## config.mk

```make
export PLATFORM = sky130hd
export DESIGN_NAME = spk_tone_ctrl
export DESIGN_NICKNAME = d
export VERILOG_FILES = /design/src/rtl/spk_pkg.sv /design/src/rtl/spk_rst_sync.sv /design/src/rtl/spk_regs.sv /design/src/rtl/spk_div.sv /design/src/rtl/spk_tone_ctrl.sv
export SDC_FILE = /design/constraint.sdc
export NUM_CORES = 1
export LEC_CHECK = 0
export BUFFER_PORTS_ARGS = -buffer_cell sky130_fd_sc_hd__buf_2
export CAP_MARGIN = 10
export CORE_UTILIZATION = 50
export CTS_BUF_LIST = sky130_fd_sc_hd__clkbuf_8
export CTS_CLUSTER_DIAMETER = 200
export DETAILED_ROUTE_END_ITERATION = 12
export PLACE_DENSITY = 0.72
export SETUP_SLACK_MARGIN = 0.3
export SYNTH_ARGS = -nofsm -noshare
export SYNTH_HDL_FRONTEND = slang
export SYNTH_HIERARCHICAL = 1
export SYNTH_SLANG_ARGS = --single-unit
export TNS_END_PERCENT = 10
```

## constraint.sdc

```tcl
create_clock -name clk -period 1.1 [get_ports clk]
set_input_delay 0.165 -clock clk [delete_from_list [all_inputs] [get_ports clk]]
set_output_delay 0.165 -clock clk [all_outputs]
set_load 0.005 [all_outputs]
```

## src/rtl/spk_pkg.sv

```systemverilog
`timescale 1ns/1ps
package spk_pkg;
  typedef enum logic {
    SEL_CTRL   = 1'b0,
    SEL_RELOAD = 1'b1
  } spk_sel_e;

  localparam int CTRL_GATE_BIT = 0;
  localparam int CTRL_EN_BIT   = 1;
endpackage

```

## src/rtl/spk_rst_sync.sv

```systemverilog
`timescale 1ns/1ps
module spk_rst_sync #(
  parameter int STAGES = 2
) (
  input  logic clk,
  input  logic rst_n,
  output logic rst_sync_n
);
  logic [STAGES-1:0] sync_q;

  always_ff @(posedge clk or negedge rst_n) begin
    if (!rst_n) sync_q <= '0;
    else        sync_q <= {sync_q[STAGES-2:0], 1'b1};
  end

  assign rst_sync_n = sync_q[STAGES-1];
endmodule

```

## src/rtl/spk_regs.sv

```systemverilog
`timescale 1ns/1ps
module spk_regs
  import spk_pkg::*;
#(
  parameter int CNT_W = 16
) (
  input  logic             clk,
  input  logic             rst_n,
  input  logic             wr_en,
  input  logic             wr_sel,
  input  logic [CNT_W-1:0] wr_data,
  output logic             gate,
  output logic             spk_en,
  output logic             restart,
  output logic [CNT_W-1:0] reload
);
  logic             gate_d, en_d, restart_d;
  logic [CNT_W-1:0] reload_d;
  logic             ctrl_wr, reload_wr;

  assign ctrl_wr   = wr_en && (spk_sel_e'(wr_sel) == SEL_CTRL);
  assign reload_wr = wr_en && (spk_sel_e'(wr_sel) == SEL_RELOAD);

  always_comb begin
    gate_d    = gate;
    en_d      = spk_en;
    reload_d  = reload;
    restart_d = 1'b0;
    if (ctrl_wr) begin
      gate_d    = wr_data[CTRL_GATE_BIT];
      en_d      = wr_data[CTRL_EN_BIT];
      restart_d = wr_data[CTRL_GATE_BIT] && !gate;
    end
    if (reload_wr) reload_d = wr_data;
  end

  always_ff @(posedge clk or negedge rst_n) begin
    if (!rst_n) begin
      gate    <= 1'b0;
      spk_en  <= 1'b0;
      restart <= 1'b0;
      reload  <= '0;
    end else begin
      gate    <= gate_d;
      spk_en  <= en_d;
      restart <= restart_d;
      reload  <= reload_d;
    end
  end

  // the reload register moves only on a reload write
  a_r8_reload_only_by_write: assert property (@(posedge clk) disable iff (!rst_n)
    (reload != $past(reload)) |-> $past(wr_en && wr_sel == SEL_RELOAD));

  // a restart only follows a low-to-high gate transition
  a_r5_restart_after_rise: assert property (@(posedge clk) disable iff (!rst_n)
    restart |-> (gate && !$past(gate)));
endmodule

```

## src/rtl/spk_div.sv

```systemverilog
`timescale 1ns/1ps
module spk_div #(
  parameter int CNT_W = 16
) (
  input  logic             clk,
  input  logic             rst_n,
  input  logic             cnt_ce,
  input  logic             gate,
  input  logic             restart,
  input  logic [CNT_W-1:0] reload,
  output logic             tone
);
  localparam int            CW       = CNT_W + 1;
  localparam logic [CW-1:0] FULL_CNT = {1'b1, {CNT_W{1'b0}}};
  localparam logic [CW-1:0] ONE_CNT  = {{CNT_W{1'b0}}, 1'b1};

  logic [CW-1:0] cnt_q, cnt_d, reload_eff;
  logic          tone_d;

  assign reload_eff = (reload == '0) ? FULL_CNT : {1'b0, reload};

  always_comb begin
    cnt_d  = cnt_q;
    tone_d = tone;
    if (!gate) begin
      tone_d = 1'b1;
    end else if (restart) begin
      cnt_d  = reload_eff;
      tone_d = 1'b1;
    end else if (cnt_ce) begin
      if (cnt_q == ONE_CNT) begin
        cnt_d  = reload_eff;
        tone_d = ~tone;
      end else begin
        cnt_d = cnt_q - ONE_CNT;
      end
    end
  end

  always_ff @(posedge clk or negedge rst_n) begin
    if (!rst_n) begin
      cnt_q <= ONE_CNT;
      tone  <= 1'b1;
    end else begin
      cnt_q <= cnt_d;
      tone  <= tone_d;
    end
  end

  // gate low forces the tone high at the next edge
  a_r4_gate_low_tone_high: assert property (@(posedge clk) disable iff (!rst_n)
    !gate |=> tone);

  // gate low freezes the count
  a_r4_gate_low_hold: assert property (@(posedge clk) disable iff (!rst_n)
    !gate |=> $stable(cnt_q));

  // restart loads the reload value and raises the tone
  a_r5_restart_load: assert property (@(posedge clk) disable iff (!rst_n)
    (gate && restart) |=> (cnt_q == $past(reload_eff)) && tone);

  // no enable, no movement
  a_r7_hold_without_ce: assert property (@(posedge clk) disable iff (!rst_n)
    (gate && !restart && !cnt_ce) |=> ($stable(cnt_q) && $stable(tone)));

  // the tone only toggles at terminal count
  a_r6_toggle_only_at_one: assert property (@(posedge clk) disable iff (!rst_n)
    (gate && !restart && cnt_ce && cnt_q != ONE_CNT) |=> $stable(tone));

  // the count never reaches zero and never exceeds the full range
  a_r9_count_in_range: assert property (@(posedge clk) disable iff (!rst_n)
    (cnt_q != '0) && (cnt_q <= FULL_CNT));
endmodule

```

## src/rtl/spk_tone_ctrl.sv

```systemverilog
`timescale 1ns/1ps
module spk_tone_ctrl #(
  parameter int CNT_W = 16
) (
  input  logic             clk,
  input  logic             rst_n,
  input  logic             wr_en,
  input  logic             wr_sel,
  input  logic [CNT_W-1:0] wr_data,
  input  logic             cnt_ce,
  output logic             spk_out
);
  logic             rst_int_n;
  logic             gate, spk_en, restart, tone;
  logic [CNT_W-1:0] reload;

  spk_rst_sync #(.STAGES(2)) u_rst (
    .clk        (clk),
    .rst_n      (rst_n),
    .rst_sync_n (rst_int_n)
  );

  spk_regs #(.CNT_W(CNT_W)) u_regs (
    .clk     (clk),
    .rst_n   (rst_int_n),
    .wr_en   (wr_en),
    .wr_sel  (wr_sel),
    .wr_data (wr_data),
    .gate    (gate),
    .spk_en  (spk_en),
    .restart (restart),
    .reload  (reload)
  );

  spk_div #(.CNT_W(CNT_W)) u_div (
    .clk     (clk),
    .rst_n   (rst_int_n),
    .cnt_ce  (cnt_ce),
    .gate    (gate),
    .restart (restart),
    .reload  (reload),
    .tone    (tone)
  );

  assign spk_out = tone & spk_en;

  // with the gate low the enable bit alone sets the speaker
  a_r10_direct_when_idle: assert property (@(posedge clk) disable iff (!rst_int_n)
    (!gate && !$past(gate)) |-> (spk_out == spk_en));
endmodule

```

### Word-level counts from Yosys, hierarchy flattened

Index checks and enable logic that the tools add are counted.
W data, S select, Z words.

* register bits after elaboration: 39
* word-level logic and storage cells: 31
* input port bits: 21
* output and inout bits: 1

* bitwise operators: 3
* mux-type cells: 9
* reduce and logical (&&, ||, !) cells: 8
* equal/unequal tests: 3
* add/subtract/negate cells: 1

Operators by type and width (number)
* $mux W17: 4
* $eq A17 B1 Y1 const B: 1
* $sub A17 B1 Y17 const B: 1
* $logic_not A16 Y1: 1
* $mux W1: 5
* $reduce_and A2 Y1: 2
* $logic_and A1 B1 Y1: 3
* $ne A3 B2 Y1 const B: 1
* $ne A3 B3 Y1 const B: 1
* $not A1 Y1: 2
* $reduce_bool A2 Y1: 1
* $and A1 B1 Y1: 1
* $logic_not A1 Y1: 1

### Longest topological paths before layout

Gate-level depths: netlist (run 1).

* depth in word-level cells: 5
* gate-level depth with buffers: 8
* depth with buffers taken out: 7

### Cells and area by module

Netlist (run 1), hierarchy kept.

Modules (own cells, without submodules)
* spk_div: sequential area each 452.9 um2, area an instance 1244.9 um2, cells an instance 140, times used 1
* spk_regs: sequential area each 475.5 um2, area an instance 709.4 um2, cells an instance 41, times used 1
* spk_rst_sync: sequential area each 50.0 um2, area an instance 53.8 um2, cells an instance 3, times used 1
* spk_tone_ctrl: sequential area each 0.0 um2, area an instance 6.3 um2, cells an instance 1, times used 1

### Worst setup path before layout (run 1)

Ideal clock, no wire load.

* kind: reg-to-reg
* start point: reg u_div.cnt_q[1]
* end point: reg u_div.cnt_q[6]
* data required time: 957 ps
* data arrival time: 1734 ps
* path buffers: 1
* path slack: -777 ps
* library setup time: 143 ps
* period minus slack after synthesis: 1877 ps
* stages on the path, launching flop included: 9
* path through: dfrtp_1 > inv_1 > ha_1 > clkbuf_1 > or3b_2 > nor3_1 > nand2_1 > mux2i_1 > a22oi_1

* cells in the longest elaborated chain, start to end: 4
* elaborated cells between the ends (all ways): 5
* those cells by class: 1 x add/sub; 1 x eq/ne; 3 x mux

RTL lines
* from (decl): line spk_div.sv:17 `logic [CW-1:0] cnt_q, cnt_d, reload_eff;`
* from (signal assigned): line spk_div.sv:45 `cnt_q <= cnt_d;`
* $sub A17 B1 Y17 or $eq A17 B1 Y1 (tied branches): line spk_div.sv:35, spk_div.sv:31
* $mux W17 (*): line spk_div.sv:31 `if (cnt_q == ONE_CNT) begin`
* $mux W17 (*): line spk_div.sv:30 `end else if (cnt_ce) begin`
* $mux W17 (*): line spk_div.sv:27 `end else if (restart) begin`

Mark *: on every way between the ends. The rest lies on a longest branch, timed or not. The select of a mux whose other input is x is not followed.
A chain may end at the register's enable or synchronous reset.

### Final worst setup path (run 1)

* start point: reg u_div.cnt_q[7]
* end point: reg u_div.cnt_q[11]

Same word-level chain as after synthesis.

==> results.sh, run 1 <==
export IMPL_grt_max_degree=38
export IMPL_hpwl_mm=3.808
export IMPL_synth_top_area_share_pct=45.96
export IMPL_synth_mux_area_share_pct=13.54
export IMPL_setup_viol=19
export IMPL_die_h_um=65.48
export IMPL_remaining_drc_errors=0
export IMPL_irDropWorstVdd_v=0.001301
export IMPL_fin_setup_tns_ps=-14120
export IMPL_synth_compound_area_share_pct=14.29
export IMPL_startpoint="u_div/cnt_q[7]"
export IMPL_syn2layout_area_growth_pct=48.01
export IMPL_cp_required_ps=1270
export IMPL_r2r_start="u_div/cnt_q[7]"
export IMPL_synth_most_common_cell="dfrtp_1"
export IMPL_numCtsBuffers=5
export IMPL_tritoncts="yes"
export IMPL_synth_edf_count=0
export IMPL_stdcell_area_um2=2982
export IMPL_insertion_delay_ps=300
export IMPL_nets=291
export IMPL_synth_ff_type="dfrtp_1"
export IMPL_status="complete, but fails checks"
export IMPL_drive_above_1_share_pct=49.81
export IMPL_syn_area_um2=2014
export IMPL_grt_pass1_wl_mm=9.770
export IMPL_gr_total_overflow=0
export IMPL_ant_nets=0
export IMPL_cts_sinks=39
export IMPL_timing_fmax_mhz=466.5
export IMPL_synthCells=185
export IMPL_p_per_area_nw_per_um2=1758
export IMPL_hold_viol_final=0
export IMPL_min_from="wr_data[8]"
export IMPL_die_x_um=65.48
export IMPL_period_minus_slack_ps=2144
export IMPL_coreArea_um2=3771
export IMPL_synth_fa_ha_area_share_pct=1.242
export IMPL_grt_pass1_vias=2032
export IMPL_maxCapViolations=0
export IMPL_rsz0062_at_grt="true"
export IMPL_die_area_um2=4287
export IMPL_syn_avg_cell_area_um2=10.89
export IMPL_antenna_found_initial=0
export IMPL_path_max_fanout=7
export IMPL_gp_congestion=0.8954
export IMPL_first_iter_violations=200
export IMPL_ys_ff_latch=39
export IMPL_synth_xor_area_share_pct=0.4348
export IMPL_cp_start_kind="flip-flop"
export IMPL_htree_levels=2
export IMPL_postPlaceCellArea_um2=2589
export IMPL_cts_clk_slew_worst_paths_ps=80
export IMPL_yosysWarnings=6
export IMPL_end_kind="flip-flop"
export IMPL_start_util_pct=53.42
export IMPL_violations="negative setup slack"
export IMPL_cts_buffer_depth=2
export IMPL_fin_util_pct=79.06
export IMPL_finalCritPeriodShare_pct=194.9
export IMPL_port_buffers=21
export IMPL_grt_usage_pct=31.31
export IMPL_wirelength_mm=6.550
export IMPL_synth_top_family_by_area="simple AND/OR/NAND/NOR gates"
export IMPL_num_vias=2011
export IMPL_p_leak_nw=1.400
export IMPL_wire_per_inst_um=20.66
export IMPL_critPathArrivalTime_ps=2310
export IMPL_maxSlewViolCount=0
export IMPL_clock_skew_ps=6.548
export IMPL_rows=22
export IMPL_antennaDiodeCount=0
export IMPL_synth_fp_nets=208
export IMPL_critPathKind="reg2reg"
export IMPL_yosys_area_share_simple_pct=17.20
export IMPL_synthArstFlopShare_pct=100.0
export IMPL_synthTopCellsByArea="dfrtp_1 (46%), mux2_2 (10%), mux2i_1 (3.5%)"
export IMPL_finalWorstSetupSlack_ps=-1044
export IMPL_io_pins=22
export IMPL_synth_top_cell_by_area="dfrtp_1"
export IMPL_yosysSeqAreaShare_pct=48.57
export IMPL_firstDrtPassIters=5
export IMPL_synth_common_cells="dfrtp_1 (37), mux2_2 (18), nand2_1 (12)"
export IMPL_min_path_type="in2reg"
export IMPL_cts_root_buf="clkbuf_8"
export IMPL_vias_per_cell=6.344
export IMPL_synthDistinctLibCells=46
## cells by family after synthesis
family | Yosys count
AND/OR/NAND/NOR | 60
buffers and inverters | 16
AO/OA/AOI/OAI | 41
adder cells (fa/ha/maj) | 2
multiplexers | 25
other | 1
flip-flops | 39
XOR/XNOR | 1
## flip-flops by register name, summed over array words and instances, names as in the netlist
register / cells
u_regs/gate: 1
u_regs/spk_en: 1
u_div/tone: 1
u_regs/restart: 1
u_div/cnt_q: 17
u_regs/reload: 16
u_rst/sync_q: 2
## timing repair
action,4_1_cts,5_1_grt
buffers inserted,1,2
endpoints found under the setup margin,37,38
hold buffers,1,0
endpoints found under the hold margin,2,0
pin swaps,5,6
gates cloned,1,1
gates resized for setup,43,14
## worst paths after layout
kind | end | slack (ps) | cells after the start
max in group asynchronous | u_div/tone | 610 | 1
hold reg to reg | u_div/cnt_q[10] | 240 | 1
setup reg to reg | u_div/cnt_q[11] | -1040 | 6
setup / recovery | u_div/cnt_q[11] | -1040 | 6
min in group asynchronous | u_rst/sync_q[0] | 180 | 2
hold / removal | u_regs/reload[8] | 100 | 2
## layer usage
metal | routed length, um | GRT usage (%) | vias to the layer above | part of all wire [%]
li1 | - | - | 865 | -
met1 | 2415 | 38.14 | 964 | 37
met2 | 3240 | 55.28 | 138 | 49
met3 | 544 | 5.556 | 44 | 8.3
met4 | 349 | 10.87 | 0 | 5.3
met5 | 0 | 0 | - | 0
## worst max-delay path: stages, from the launching register on
cell     delay (ps)
dfrtp_1         410
nor3_1          320
and3_1          400
a31oi_4         180
buf_6           180
mux2i_2         170
a22oi_1         340
## power by group
part / switching [mW] / leakage [nW] / internal (mW) / total, mW
logic: 0.913 / 0.896 / 1.07 / 1.98
registers: 0.237 / 0.443 / 1.76 / 1.99
clock network: 0.529 / 0.0612 / 0.734 / 1.26
## stage by stage
step / hold slack [ps] / power (mW) / cells / setup slack, ps
4_1_cts: 97.23 / 4.993 / 314 / -745.6
3_3_place_gp: -50.39 / 3.454 / 303 / -692.2
2_1_floorplan: -130.6 / 2.686 / 185 / -697.7
3_5_place_dp: -47.32 / 3.541 / 303 / -792.4
5_1_grt: 92.45 / 5.453 / 317 / -1068
6_report: 96.15 / 5.241 / 317 / -1044
## layout make-up
class                           count  area [um2]
Multi-Input combinational cell    131        1119
Sequential cell                    39       978.4
Fill cell                         192       789.5
Timing Repair Buffer               84       680.7
Clock buffer                        6       82.58
Tap cell                           48       60.06
Clock inverter                      2       35.03
Inverter                            7       26.28
## cells in the final DEF, fill, tap and decap left out, types with 2 or more instances in the layout
master,count
nand2_1,12
mux2i_1,6
a311o_1,2
nor4_1,7
nand4_1,4
nor2_1,4
dfrtp_1,37
o21ai_1,5
nor3_1,4
and4_1,2
nand3_1,7
a21oi_1,3
buf_12,2
buf_2,21
a2bb2oi_1,3
a2bb2oi_2,2
inv_1,7
a21oi_2,5
dfstp_2,2
o21ai_0,6
nor3_2,2
buf_6,20
a211o_1,2
nand3b_1,2
and3_1,4
nand2b_1,2
mux2_4,17
nor2_4,2
clkbuf_8,6
buf_4,40
ha_1,2
a22oi_1,4
(Power assumes the default switching activity.)
==> run 2: changes to the inputs <==
--- a/config.mk
+++ b/config.mk
@@ -11,7 +11,8 @@
 export CTS_BUF_LIST = sky130_fd_sc_hd__clkbuf_8
 export CTS_CLUSTER_DIAMETER = 200
 export DETAILED_ROUTE_END_ITERATION = 12
-export PLACE_DENSITY = 0.72
+export GPL_ROUTABILITY_DRIVEN = 0
+export PLACE_DENSITY_LB_ADDON = 0.08
 export SETUP_SLACK_MARGIN = 0.3
 export SYNTH_ARGS = -nofsm -noshare
 export SYNTH_HDL_FRONTEND = slang
==> results.sh, run 2 (synthesis gave the netlist of run 1 again) <==
export IMPL_r2r_start="u_div/cnt_q[14]"
export IMPL_hold_viol_final=0
export IMPL_die_x_um=65.48
export IMPL_endpoint="u_div/cnt_q[8]"
export IMPL_switching_share_pct=31.07
export IMPL_clock_skew_ps=1.723
export IMPL_startpoint="u_div/cnt_q[14]"
export IMPL_firstDrtPassIters=4
export IMPL_cp_start_kind="flip-flop"
export IMPL_grt_usage_pct=28.80
export IMPL_min_from="wr_data[8]"
export IMPL_final_cells=317
export IMPL_nets=291
export IMPL_tightest_slew_ps=535.7
export IMPL_syn2layout_area_growth_pct=45.09
export IMPL_ff2ff_setup_slack_ps=-730
export IMPL_reg_largest_list="u_div/cnt_q (17), u_regs/reload (16), u_rst/sync_q (2)"
export IMPL_maxCapViolations=0
export IMPL_rsz0062_at_grt="true"
export IMPL_grt_pass1_vias=1856
export IMPL_worst_path_stages=5
export IMPL_dp_cells=304
export IMPL_timing_fmax_mhz=547.0
export IMPL_drive_above_1_share_pct=49.07
export IMPL_largest_register="u_div/cnt_q"
export IMPL_power_frac_clock_pct=23.5
export IMPL_die_h_um=65.48
export IMPL_slew_headroom_pct=64.16
export IMPL_whs_ps=97.31
export IMPL_ant_nets=0
export IMPL_critPathKind="reg2reg"
export IMPL_crit_chain="or4_4 -> nor2_4 -> a31o_4 -> nor4_1 -> a311o_1"
export IMPL_finalWorstSetupSlack_ps=-728.2
export IMPL_status="complete, but fails checks"
export IMPL_gr_total_overflow=0
export IMPL_cts_root_buf="clkbuf_8"
export IMPL_numCtsBuffers=5
export IMPL_min_path_type="in2reg"
export IMPL_slowest_delay_ps=560
export IMPL_first_iter_violations=158
export IMPL_critPathSlowestCell="or4_4"
export IMPL_insertion_delay_ps=290
export IMPL_grt_max_degree=38
export IMPL_coreArea_um2=3771
export IMPL_htree_levels=2
export IMPL_period_minus_slack_ps=1828
export IMPL_crit_family="simple AND/OR/NAND/NOR gates"
export IMPL_finalCritPeriodShare_pct=166.2
export IMPL_hpwl_mm=3.683
export IMPL_fin_util_pct=77.51
export IMPL_layout_common_cells="buf_4 (44), dfrtp_1 (37), buf_2 (20)"
export IMPL_grt_pass1_wl_mm=9.004
export IMPL_p_per_area_nw_per_um2=1724
export IMPL_path_max_fanout=11
export IMPL_pre_cts_slack_ps=-768.1
export IMPL_seqPwrFrac_pct=39.7
export IMPL_worst_path_buf_inv=0
export IMPL_cts_clk_slew_worst_paths_ps=80
export IMPL_worstReg2RegEnd="u_div/cnt_q[8]"
export IMPL_combPwrFrac_pct=36.9
export IMPL_antennaDiodeCount=0
export IMPL_fillers=234
export IMPL_irDropWorstVdd_v=0.001463
export IMPL_worstRegToRegCells=5
export IMPL_die_area_um2=4287
export IMPL_num_vias=1874
export IMPL_wirelength_mm=5.682
export IMPL_largest_register_ffs=17
export IMPL_power_switching_mw=1.565
export IMPL_cts_sinks=39
export IMPL_p_leak_nw=1.390
export IMPL_p_int_mw=3.472
export IMPL_cts_buffer_depth=2
export IMPL_tritoncts="yes"
export IMPL_io_pins=22
export IMPL_rows=22
export IMPL_critPathArrivalTime_ps=2010
export IMPL_start_util_pct=53.42
export IMPL_cp_required_ps=1280
export IMPL_remaining_drc_errors=0
export IMPL_antenna_found_initial=0
export IMPL_wire_per_inst_um=17.92
export IMPL_layout_commonest_cell="buf_4"
export IMPL_end_kind="flip-flop"
export IMPL_vias_per_cell=5.912
export IMPL_violations="negative setup slack"
export IMPL_setup_viol=19
export IMPL_port_buffers=21
export IMPL_maxSlewViolCount=0
## run 2: changes by cell type in the layout (fill, tap and decap cells not counted), moves of 2 or more
cell / delta
buf_4: +4
a21oi_2: -2
nor3_2: -2
a21oi_1: +2
and3_1: -2
nor3_4: +2
## run 2: layout make-up
class	count	area (um2)	area share (%)
multi-input cells	130	1074	36.73
flip-flops and latches	39	978.4	33.48
inverters	7	26.28	0.8990
clock buffers	5	68.82	2.354
well taps	48	60.06	2.055
repair buffers	85	674.4	23.07
clock inverters	3	41.29	1.413
## run 2: worst min-delay path by stage
stage	end	cells past startpoint	slack [ps]
2_1_floorplan	u_rst/sync_q[0]	0	-130
3_3_place_gp	u_rst/sync_q[0]	1	-50
3_5_place_dp	u_rst/sync_q[1]	1	-50
4_1_cts	u_regs/reload[10]	2	90
5_1_grt	u_regs/reload[5]	2	90
6_report	u_regs/reload[8]	2	100
## run 2: metal layers
metal	share of wire, %	vias to the layer above	GRT usage [%]
met5	0	-	0
met4	3.4	0	11.68
met3	5.2	19	5.556
met2	50	75	46.52
met1	41	919	37.94
li1	-	861	-
## run 2: power by group through the flow
stage	sequential, mW	clock (mW)	combinational (mW)
finish	2.00	1.18	1.86
global route	2.03	1.25	2.01
CTS	1.98	1.20	1.77
detailed placement	1.98	0	1.60
global placement	1.97	0	1.55
floorplan	2.03	0	0.656
## run 2: through the flow
step | power, mW | instance area, um2 | setup TNS [ps]
2_1_floorplan | 2.686 | 2032 | -13100
3_3_place_gp | 3.515 | 2584 | -11410
3_5_place_dp | 3.582 | 2584 | -12300
4_1_cts | 4.948 | 2873 | -12520
5_1_grt | 5.286 | 2923 | -13540
6_report | 5.038 | 2923 | -12390
## run 2: timing repair
item | 4_1_cts | 5_1_grt
endpoints found under the setup margin | 36 | 37
setup buffers | 3 | 1
pin swaps | 3 | 4
gates cloned | 0 | 0
gates resized for setup | 39 | 13
hold buffers | 1 | 0
hold endpoints to repair | 2 | 0
